<file path="src/rtl/intake_pkg.sv">
package intake_pkg;

    localparam int LEN_W  = 3;
    localparam int CRC_W  = 3;
    localparam int RNTI_W = 16;
    localparam int NBIT_W = 11;

    typedef enum logic [LEN_W-1:0] {
        LEN_NONE = 3'd0,
        LEN_32   = 3'd1,
        LEN_64   = 3'd2,
        LEN_128  = 3'd3,
        LEN_256  = 3'd4,
        LEN_512  = 3'd5,
        LEN_1024 = 3'd6,
        LEN_RSVD = 3'd7
    } len_code_e;

    typedef enum logic [CRC_W-1:0] {
        CRC_NONE   = 3'd0,
        CRC_P24A   = 3'd1,
        CRC_P24B   = 3'd2,
        CRC_P24C   = 3'd3,
        CRC_P16    = 3'd4,
        CRC_P11    = 3'd5,
        CRC_P6     = 3'd6,
        CRC_P24C_M = 3'd7
    } crc_code_e;

    typedef struct packed {
        logic [LEN_W-1:0]  len;
        logic [CRC_W-1:0]  crc;
        logic              ilv;
        logic [RNTI_W-1:0] rnti;
    } cfg_set_t;

    typedef enum logic [1:0] {
        PH_NOCFG = 2'd0,
        PH_ARMED = 2'd1,
        PH_FRAME = 2'd2,
        PH_DRAIN = 2'd3
    } phase_e;

    function automatic logic len_is_legal(input logic [LEN_W-1:0] code);
        return (code >= LEN_W'(LEN_32)) && (code <= LEN_W'(LEN_1024));
    endfunction

    function automatic logic [NBIT_W-1:0] len_to_bits(input logic [LEN_W-1:0] code);
        logic [LEN_W-1:0] sh;
        sh = code - LEN_W'(1);
        if (!len_is_legal(code))
            return '0;
        return NBIT_W'(32) << sh;
    endfunction

endpackage

</file>
<file path="src/rtl/intake_gate.sv">
module intake_gate (
    input  logic clk,
    input  logic rst,
    input  logic cfg_valid,
    input  logic pkt_valid,
    input  logic cfg_ready,
    input  logic pkt_ready,
    input  logic eop_taken,
    output logic cfg_take,
    output logic pkt_take
);
    logic cfg_rdy_q;
    logic pkt_rdy_q;
    logic cfg_hold_q;
    logic blank_q;

    always_comb begin
        cfg_take = cfg_valid && cfg_rdy_q && !cfg_hold_q;
        pkt_take = pkt_valid && pkt_rdy_q && !blank_q && !cfg_take;
    end

    always_ff @(posedge clk) begin
        if (rst) begin
            cfg_rdy_q  <= 1'b0;
            pkt_rdy_q  <= 1'b0;
            cfg_hold_q <= 1'b0;
            blank_q    <= 1'b0;
        end else begin
            cfg_rdy_q <= cfg_ready;
            pkt_rdy_q <= pkt_ready;
            blank_q   <= cfg_take || eop_taken;
            if (cfg_take)
                cfg_hold_q <= 1'b1;
            else if (!cfg_valid)
                cfg_hold_q <= 1'b0;
        end
    end

    assert_cfg_blanks_beat_R6: assert property (@(posedge clk) disable iff (rst)
        cfg_take |=> !pkt_take);
    assert_eop_blanks_beat_R7: assert property (@(posedge clk) disable iff (rst)
        eop_taken |=> !pkt_take);
    assert_held_valid_once_R3: assert property (@(posedge clk) disable iff (rst)
        (cfg_take && cfg_valid) |=> !cfg_take);
    assert_beat_needs_ready_R5: assert property (@(posedge clk) disable iff (rst)
        !pkt_ready |=> !pkt_take);

endmodule

</file>
<file path="src/rtl/cfg_store.sv">
module cfg_store
    import intake_pkg::*;
(
    input  logic     clk,
    input  logic     rst,
    input  logic     cfg_take,
    input  cfg_set_t cfg_in,
    input  logic     frame_start,
    output logic     cfg_ok,
    output cfg_set_t active
);
    cfg_set_t staged_q;
    cfg_set_t active_q;

    assign cfg_ok = cfg_take && len_is_legal(cfg_in.len);
    assign active = active_q;

    always_ff @(posedge clk) begin
        if (rst) begin
            staged_q <= '0;
            active_q <= '0;
        end else begin
            if (cfg_ok)
                staged_q <= cfg_in;
            if (frame_start)
                active_q <= staged_q;
        end
    end

    assert_bad_len_kept_R4: assert property (@(posedge clk) disable iff (rst)
        (cfg_take && !cfg_ok) |=> $stable(staged_q));
    assert_active_on_start_R11: assert property (@(posedge clk) disable iff (rst)
        !frame_start |=> $stable(active_q));

endmodule

</file>
<file path="src/rtl/phase_fsm.sv">
module phase_fsm
    import intake_pkg::*;
(
    input  logic clk,
    input  logic rst,
    input  logic cfg_ok,
    input  logic pkt_take,
    input  logic pkt_sop,
    input  logic pkt_eop,
    input  logic dp_done,
    output logic cfg_req,
    output logic cfg_ready,
    output logic pkt_ready,
    output logic frame_start,
    output logic beat_take,
    output logic eop_taken
);
    phase_e ph_q;
    phase_e ph_d;

    always_comb begin
        frame_start = pkt_take && pkt_sop && (ph_q == PH_ARMED);
        beat_take   = frame_start || (pkt_take && (ph_q == PH_FRAME));
        eop_taken   = beat_take && pkt_eop;
        cfg_req     = (ph_q == PH_NOCFG);
        cfg_ready   = (ph_q == PH_NOCFG) || (ph_q == PH_ARMED);
        pkt_ready   = (ph_q == PH_ARMED) || (ph_q == PH_FRAME);
    end

    always_comb begin
        ph_d = ph_q;
        unique case (ph_q)
            PH_NOCFG: if (cfg_ok) ph_d = PH_ARMED;
            PH_ARMED: if (frame_start) ph_d = PH_FRAME;
            PH_FRAME: ;
            PH_DRAIN: if (dp_done) ph_d = PH_ARMED;
            default:  ph_d = PH_NOCFG;
        endcase
        if (eop_taken)
            ph_d = dp_done ? PH_ARMED : PH_DRAIN;
    end

    always_ff @(posedge clk) begin
        if (rst) ph_q <= PH_NOCFG;
        else     ph_q <= ph_d;
    end

    assert_ready_held_in_frame_R9: assert property (@(posedge clk) disable iff (rst)
        (ph_q == PH_FRAME && !eop_taken) |=> pkt_ready);
    assert_req_drops_on_legal_R2: assert property (@(posedge clk) disable iff (rst)
        $fell(cfg_req) |-> $past(cfg_ok));
    assert_drain_closed_R13: assert property (@(posedge clk) disable iff (rst)
        (ph_q == PH_DRAIN && !dp_done) |=> (!cfg_ready && !pkt_ready));

endmodule

</file>
<file path="src/rtl/beat_issue.sv">
module beat_issue #(
    parameter int DATA_W = 8,
    parameter int IDX_W  = 10
) (
    input  logic              clk,
    input  logic              rst,
    input  logic              beat_take,
    input  logic              frame_start,
    input  logic              last_in,
    input  logic [DATA_W-1:0] data_in,
    output logic              beat_valid,
    output logic              beat_first,
    output logic              beat_last,
    output logic [IDX_W-1:0]  beat_idx,
    output logic [DATA_W-1:0] beat_data
);
    logic [IDX_W-1:0] next_idx_q;

    always_ff @(posedge clk) begin
        if (rst) begin
            next_idx_q <= '0;
            beat_valid <= 1'b0;
            beat_first <= 1'b0;
            beat_last  <= 1'b0;
            beat_idx   <= '0;
            beat_data  <= '0;
        end else begin
            beat_valid <= beat_take;
            beat_first <= beat_take && frame_start;
            beat_last  <= beat_take && last_in;
            if (beat_take) begin
                beat_data  <= data_in;
                beat_idx   <= frame_start ? '0 : next_idx_q;
                next_idx_q <= frame_start ? IDX_W'(1) : next_idx_q + IDX_W'(1);
            end
        end
    end

    assert_beat_one_cycle_R10: assert property (@(posedge clk) disable iff (rst)
        beat_take |=> beat_valid);
    assert_no_stray_beat_R10: assert property (@(posedge clk) disable iff (rst)
        !beat_take |=> !beat_valid);
    assert_first_is_zero_R10: assert property (@(posedge clk) disable iff (rst)
        beat_first |-> (beat_valid && beat_idx == '0));

endmodule

</file>
<file path="src/rtl/frame_intake_ctrl.sv">
module frame_intake_ctrl
    import intake_pkg::*;
#(
    parameter int DATA_W = 8,
    parameter int IDX_W  = 10
) (
    input  logic              clk,
    input  logic              rst,
    input  logic              cfg_valid,
    input  logic [2:0]        cfg_len,
    input  logic [2:0]        cfg_crc,
    input  logic              cfg_ilv,
    input  logic [15:0]       cfg_rnti,
    output logic              cfg_req,
    output logic              cfg_ready,
    input  logic              pkt_valid,
    input  logic              pkt_sop,
    input  logic              pkt_eop,
    input  logic [DATA_W-1:0] pkt_data,
    output logic              pkt_ready,
    input  logic              dp_done,
    output logic              beat_valid,
    output logic              beat_first,
    output logic              beat_last,
    output logic [IDX_W-1:0]  beat_idx,
    output logic [DATA_W-1:0] beat_data,
    output logic [2:0]        act_len,
    output logic [10:0]       act_n,
    output logic [2:0]        act_crc,
    output logic              act_ilv,
    output logic [15:0]       act_rnti
);
    logic     cfg_take;
    logic     pkt_take;
    logic     cfg_ok;
    logic     frame_start;
    logic     beat_take;
    logic     eop_taken;
    cfg_set_t cfg_in;
    cfg_set_t active;

    assign cfg_in = '{len: cfg_len, crc: cfg_crc, ilv: cfg_ilv, rnti: cfg_rnti};

    intake_gate u_gate (
        .clk       (clk),
        .rst       (rst),
        .cfg_valid (cfg_valid),
        .pkt_valid (pkt_valid),
        .cfg_ready (cfg_ready),
        .pkt_ready (pkt_ready),
        .eop_taken (eop_taken),
        .cfg_take  (cfg_take),
        .pkt_take  (pkt_take)
    );

    cfg_store u_store (
        .clk         (clk),
        .rst         (rst),
        .cfg_take    (cfg_take),
        .cfg_in      (cfg_in),
        .frame_start (frame_start),
        .cfg_ok      (cfg_ok),
        .active      (active)
    );

    phase_fsm u_fsm (
        .clk         (clk),
        .rst         (rst),
        .cfg_ok      (cfg_ok),
        .pkt_take    (pkt_take),
        .pkt_sop     (pkt_sop),
        .pkt_eop     (pkt_eop),
        .dp_done     (dp_done),
        .cfg_req     (cfg_req),
        .cfg_ready   (cfg_ready),
        .pkt_ready   (pkt_ready),
        .frame_start (frame_start),
        .beat_take   (beat_take),
        .eop_taken   (eop_taken)
    );

    beat_issue #(.DATA_W(DATA_W), .IDX_W(IDX_W)) u_issue (
        .clk         (clk),
        .rst         (rst),
        .beat_take   (beat_take),
        .frame_start (frame_start),
        .last_in     (pkt_eop),
        .data_in     (pkt_data),
        .beat_valid  (beat_valid),
        .beat_first  (beat_first),
        .beat_last   (beat_last),
        .beat_idx    (beat_idx),
        .beat_data   (beat_data)
    );

    always_comb begin
        act_len  = active.len;
        act_n    = len_to_bits(active.len);
        act_crc  = active.crc;
        act_ilv  = active.ilv;
        act_rnti = (active.crc == CRC_W'(CRC_P24C_M)) ? active.rnti : '0;
    end

    assert_cfg_wins_R8: assert property (@(posedge clk) disable iff (rst)
        (cfg_take && pkt_valid) |=> !beat_valid);
    assert_reset_state_R1: assert property (@(posedge clk)
        $past(rst) |-> (cfg_req && cfg_ready && !pkt_ready && !beat_valid));
    assert_legal_length_R12: assert property (@(posedge clk) disable iff (rst)
        beat_valid |-> (act_n >= 11'd32 && act_n <= 11'd1024 && $countones(act_n) == 1));

endmodule

</file>
<file path="config.mk">
export PLATFORM = sky130hd
export DESIGN_NAME = frame_intake_ctrl
export DESIGN_NICKNAME = d
export VERILOG_FILES = /design/src/rtl/intake_pkg.sv /design/src/rtl/intake_gate.sv /design/src/rtl/cfg_store.sv /design/src/rtl/phase_fsm.sv /design/src/rtl/beat_issue.sv /design/src/rtl/frame_intake_ctrl.sv
export SDC_FILE = /design/constraint.sdc
export NUM_CORES = 1
export LEC_CHECK = 0
export ABC_AREA = 1
export BUFFER_PORTS_ARGS = -buffer_cell sky130_fd_sc_hd__buf_2
export CAP_MARGIN = 10
export CORE_MARGIN = 2
export CORE_UTILIZATION = 42
export CTS_BUF_LIST = sky130_fd_sc_hd__clkbuf_8
export DETAILED_ROUTE_END_ITERATION = 6
export GPL_ROUTABILITY_DRIVEN = 0
export PLACE_DENSITY = 0.7
export SLEW_MARGIN = 20
export SYNTH_ARGS = -nofsm -noshare
export SYNTH_HDL_FRONTEND = slang
export SYNTH_SLANG_ARGS = --single-unit
</file>
<file path="constraint.sdc">
create_clock -name clk -period 1.7 [get_ports clk]
set_clock_uncertainty 0.2 [all_clocks]
set_input_delay 0.255 -clock clk [delete_from_list [all_inputs] [get_ports clk]]
set_output_delay 0.255 -clock clk [all_outputs]
set_load 0.05 [all_outputs]
</file>
== Word-level counts from Yosys, hierarchy flattened ==
Index checks and enable logic that the tools add are counted.

* Shifts and indexed selects: 1
* $add $sub $neg: 2
* Equal/unequal tests: 8
* Mux-type cells: 12
* Order comparisons: 4
* Reductions and logical operators: 23

{| class="wikitable"
|+ Operator list
! operator !! number
|-
| two-way mux 10 bit || 2
|-
| two-way mux 16 bit || 1
|-
| logical AND 1 bit || 13
|-
| two-way mux 11 bit || 1
|-
| << shifter 6 x 3 -> 11 bit (first input constant) || 1
|-
| adder 10 x 1 -> 10 bit (second input constant) || 1
|-
| two-way mux 2 bit || 5
|-
| >= comparator 3 x 1 -> 1 bit (second input constant) || 2
|-
| <= comparator 3 bit (second input constant) || 2
|-
| case mux 2 bit (3 select lines) || 1
|-
| equality test 2 bit (second input constant) || 2
|-
| logical OR 1 bit || 4
|-
| AND reduction 4 bit || 1
|-
| nonzero test 4 bit || 1
|-
| equality test 3 bit (second input constant) || 1
|-
| zero test 1 bit || 3
|-
| inequality test 3 x 1 -> 1 bit (second input constant) || 1
|-
| inequality test 3 x 2 -> 1 bit (second input constant) || 1
|-
| inequality test 3 bit (second input constant) || 1
|-
| subtractor 3 x 1 -> 3 bit (second input constant) || 1
|-
| equality test 2 x 1 -> 1 bit (second input constant) || 1
|-
| zero test 2 bit || 1
|-
| two-way mux 1 bit || 2
|-
| inequality test 2 x 1 -> 1 bit (second input constant) || 1
|}

* Register bits: 83
* Input bits: 38
* Output and inout port bits: 58

== Depth between registers and ports, before layout ==
* Word-level depth: 10
* Gate-level depth with buffers: 11
* Depth with buffers taken out: 11

== Cells and area by module ==
A second synthesis with hierarchy kept.

* Cells, all modules: 535
* Area, all modules: 3813.7 um2

{| class="wikitable"
|+ Modules (own cells, without submodules)
! module !! area an instance (um2) !! times used !! cells an instance
|-
| cfg_store || 1938.1 || 1 || 270
|-
| beat_issue || 1221.2 || 1 || 158
|-
| frame_intake_ctrl || 266.5 || 1 || 52
|-
| phase_fsm || 240.2 || 1 || 38
|-
| intake_gate || 147.6 || 1 || 17
|}

== Least setup slack after synthesis ==
No wires, ideal clock.

* Path kind: register -> output
* Start point: reg u_store.active_q (netlist bit u_store.active[20])
* End point: out act_n[7]
* Data required time: 1.245 ns
* Stages on the path, launching flop included: 4
* Data arrival time: 2.262 ns
* Setup slack: -1.017 ns
* Buffers on the path: 0
* Path through: dfxtp_1 -> nor2_1 -> ha_1 -> nor4_1

* Word-level cells in the longest chain between the ends: 3

{| class="wikitable"
|+ RTL lines
! item !! RTL line !! text
|-
| start: declaration || cfg_store.sv:13 || <nowiki>cfg_set_t active_q;</nowiki>
|-
| start signal: assignment || cfg_store.sv:26 || <nowiki>active_q <= staged_q;</nowiki>
|-
| subtractor 3 x 1 -> 3 bit, or another cell as far along || intake_pkg.sv:50 || <nowiki>sh = code - LEN_W'(1);</nowiki>
|-
| << shifter 6 x 3 -> 11 bit / logical AND 1 bit (equally long branches) || intake_pkg.sv:53, intake_pkg.sv:45 ||
|-
| two-way mux 11 bit * || intake_pkg.sv:53 || <nowiki>return NBIT_W'(32) << sh;</nowiki>
|-
| end: declaration || frame_intake_ctrl.sv:28 || <nowiki>output logic [10:0] act_n,</nowiki>
|}

Mark *: on every way between the ends. The rest lies on a longest branch, timed or not.

== Final worst setup path ==
* Start point: reg u_store.active_q (netlist bit u_store.active[21])
* End point: out act_n[7]

Same word-level chain as after synthesis.

==> summary.md <==
| Metric | Value |
|---|---|
| Status | finished, violations left |
| Violated checks | setup timing |
| CTS tree | built |
| Routed WL per cell | 13.7 um |
| Reg2reg setup slack | 80 ps |
| Worst Setup Slack, final | -239 ps |
| Worst r2r src | u_fsm.ph_q[0] |
| HP Start | rst |
| Area contributors post-synth | dfxtp_1 (48%), nand2_1 (6.4%), a21oi_1 (6.4%) |
| Full die area | around 0.009 sq mm |
| DRT Pass-1 Iters | 4 |
| Simple-gate area share of the yosys netlist | 17.3% |
| Total global-route track usage | between 10% and 20% |
| Io pins | 96 |
| F_max | 516 MHz |
| Row count | 33 |
| Initial Utilization | 42.7% |
| CP Max Fanout | 3 |
| Compound-Gate Fraction of Synth Area | 19.9% |
| Top-area cell type share of the netlist area | 48.1% |
| Vias | 3203 |
| Crit end category | output port |
| CP Class | reg -> out |
| Largest net degree at the start of global routing | 44 |
| Int Pwr | 3.52 mW |
| Net Sw Power | 1.58 mW |
| Hold Path Sink | u_gate.pkt_rdy_q |
| Pwr/cell area | 967 mW/mm^2 |
| Grt total ovfl | 0 |
| Total power | about 5.1 mW |
| Clock transition at path regs | 80 ps |
| RSZ-0062 raised after global routing | yes |
| Fraction of synthesized area in multiplexers | 0% |
| Share of cells above drive strength 1 | 39.6% |
| Register area share after synthesis | 48.1% |
| Vias in the first global route | 2939 |
| Synth warnings | 0 |
| CTS sink cnt | between 80 and 90 |
| Initial antenna violation count | 0 |
| Synth cell types | 31 |
| CTS root buffer | clkbuf_8 |
| Required time worst endpoint | 1240 ps |
| Core area | 0.00809 sq mm |
| Area growth from synthesis to layout | 52.6% |
| Hold path depth | 2 |
| CTS max path bufs | 2 |
| CTS Buf Count | 9 |
| Mapped cell area | 0.00346 sq mm |
| Post-route minimum period | 1940 ps |
| Setup_tns | -1290 ps |
| Clk Latency, worst-skew pair | approximately 350 ps |
| Die Span X | 94.7 um |
| Max VDD drop | 0.881 mV |
| ANT nets after route | 0 |
| # DRC | 0 |
| Gate count of the mapped netlist | ~420 |
| Slew Viols, Final | 0 |
| Post-synth top area cell | dfxtp_1 |
| Leakage | 2.12 nW |
| Mean cell area of the mapped netlist | 8.15 sq um |
| Final period util | 114% |
| Worst min path class | in -> reg |
| XOR/XNOR Fraction of Synth Area | 0% |
| Net Sw Frac | 31.0% |
| Combinational power share | approximately 28% |
| CP max stage delay | 340 ps |
| Final #Nets | approximately 610 |
| Die height | roughly 95 um |
| Ant. Diodes | 0 |
| H-tree Lvls | 3 |
| Arr. time, crit path | about 1500 ps |
| Port bufs | 90 |
| Main combinational cell family by area after synthesis | compound AO/OA/AOI/OAI gates |
| Final Hold Vio Count | 0 |
| DR vias/cell | 4.77 |
| CP cell instances | nor2_4, ha_4, nor4_4, buf_6 |
| First-pass GRT wire length | 13.1 mm |
| Worst R2R End | u_store.active[16] |
| Synth Area in Adders | about 2.5% |
| Yosys reg bits | 83 |
| Max_cap viols | 0 |
| Crit-path slowest cell | dfxtp_2 |
| Flop pwr share | 42.4% |
| First-iteration detailed-routing DRC count | 129 |
| Dpl hpwl | 5.37 mm |
| Reg2reg path depth | 8 |
| Final setup fails | 13 |
| Clk pwr share | 30.1% |
| Startpoint Class | flip-flop |
| Post-Route WL | 9.18 mm |
-- cell usage in the layout, fill, tap and decap left out, drive strengths merged, types with 13 or more instances in the layout --
master / n
a21oi: 44
buf: 120
clkbuf: 13
dfxtp: 83
dlygate4sd3: 27
inv: 60
nand2: 63
nor2: 56
o21ai: 45
o22ai: 16
-- metrics by stage --
step / util, % / hold slack [ps] / std cells / setup slack (ps) / instance area [sq um]
final: 65.2 / 10.6 / 671 / -239 / 5280
after floorplan: - / 137 / 428 / -176 / 3530
after CTS: 60.8 / 0.612 / 660 / -261 / 4920
after global placement: 50.4 / 242 / 610 / -15.4 / 4080
after global routing: 65.2 / 0.993 / 671 / -316 / 5280
after detailed placement: 50.4 / 254 / 610 / -64.1 / 4080
-- timing repair --
item	in CTS	in global routing
endpoints found under the hold margin	27	0
hold buffers	27	0
buffers inserted	7	8
gates cloned	1	3
resized for setup	99	49
endpoints found under the setup margin	42	76
pin swaps	4	7
-- flip-flops by register name (all words and copies together), names as in the netlist --
signal              flops
u_issue.beat_idx       10
u_issue.beat_first      1
u_store.staged_q       23
u_store.active         23
u_issue.beat_data       8
u_gate.cfg_rdy_q        1
u_fsm.ph_q              2
u_gate.pkt_rdy_q        1
u_issue.beat_last       1
u_issue.next_idx_q     10
u_issue.beat_valid      1
u_gate.cfg_hold_q       1
u_gate.blank_q          1
-- how the worst max path moves through the flow --
stage	startpoint	end	slack, ps	depth (start not counted)
after detailed placement	u_store.active[20]	act_n[7]	-60	4
after global placement	u_store.active[20]	act_n[7]	-20	4
after CTS	u_store.active[21]	act_n[7]	-260	4
after floorplan	u_store.active[20]	act_n[5]	-180	3
after global routing	u_store.active[21]	act_n[7]	-320	4
final	u_store.active[21]	act_n[7]	-240	4
-- kinds of logic after synthesis --
family / count (synthesis)
AND/OR/NAND/NOR: 134
AO/OA/AOI/OAI: 108
buffers and inverters: 91
flip-flops: 83
adder cells (fa/ha/maj): 7
other: 1
-- critical path, delay by kind of cell (launching register included) --
kind / cells / cell delay [ps]
and+or+nand+nor: 2 / 380
DFF: 1 / 340
adders and majority gates: 1 / 230
buffers and inverters: 1 / 190
-- cells in the mapped netlist (all sizes together) --
| cell type | n |
|---|---|
| a21oi | 44 |
| a31o | 1 |
| buf | 19 |
| clkbuf | 8 |
| clkinv | 3 |
| conb | 1 |
| dfxtp | 83 |
| ha | 7 |
| inv | 61 |
| nand2 | 63 |
| nand3 | 10 |
| nand4 | 3 |
| nor2 | 56 |
| nor3 | 1 |
| nor4 | 1 |
| o211ai | 1 |
| o21ai | 45 |
| o22ai | 16 |
| o31ai | 1 |
-- routing by layer --
layer | part of all wire [%] | vias to the layer above | GRT usage, %
li1 | - | 1626 | -
met1 | 41 | 1467 | 22.7
met2 | 53 | 98 | 31.9
met3 | 5.0 | 12 | 4.71
met4 | 1.4 | 0 | 6.64
met5 | 0 | - | 0
-- area by class of cell --
cell class / count / area (sq um)
inverters: 64 / 265
clock buffers: 10 / 138
well taps: 105 / 131
flip-flops and latches: 83 / 1670
repair buffers: 150 / 1280
fillers: 646 / 2820
multi-input cells: 254 / 1710
clock inverters: 5 / 77.6
-- power groups by stage --
stage	Clock, mW	Combinational, mW	Sequential (mW)
floorplan	0	0.768	2.23
global placement	0	0.990	2.18
detailed placement	0	1.01	2.19
CTS	1.57	1.24	2.15
global route	1.66	1.52	2.17
finish	1.53	1.40	2.16
(Power assumes the default switching activity.)
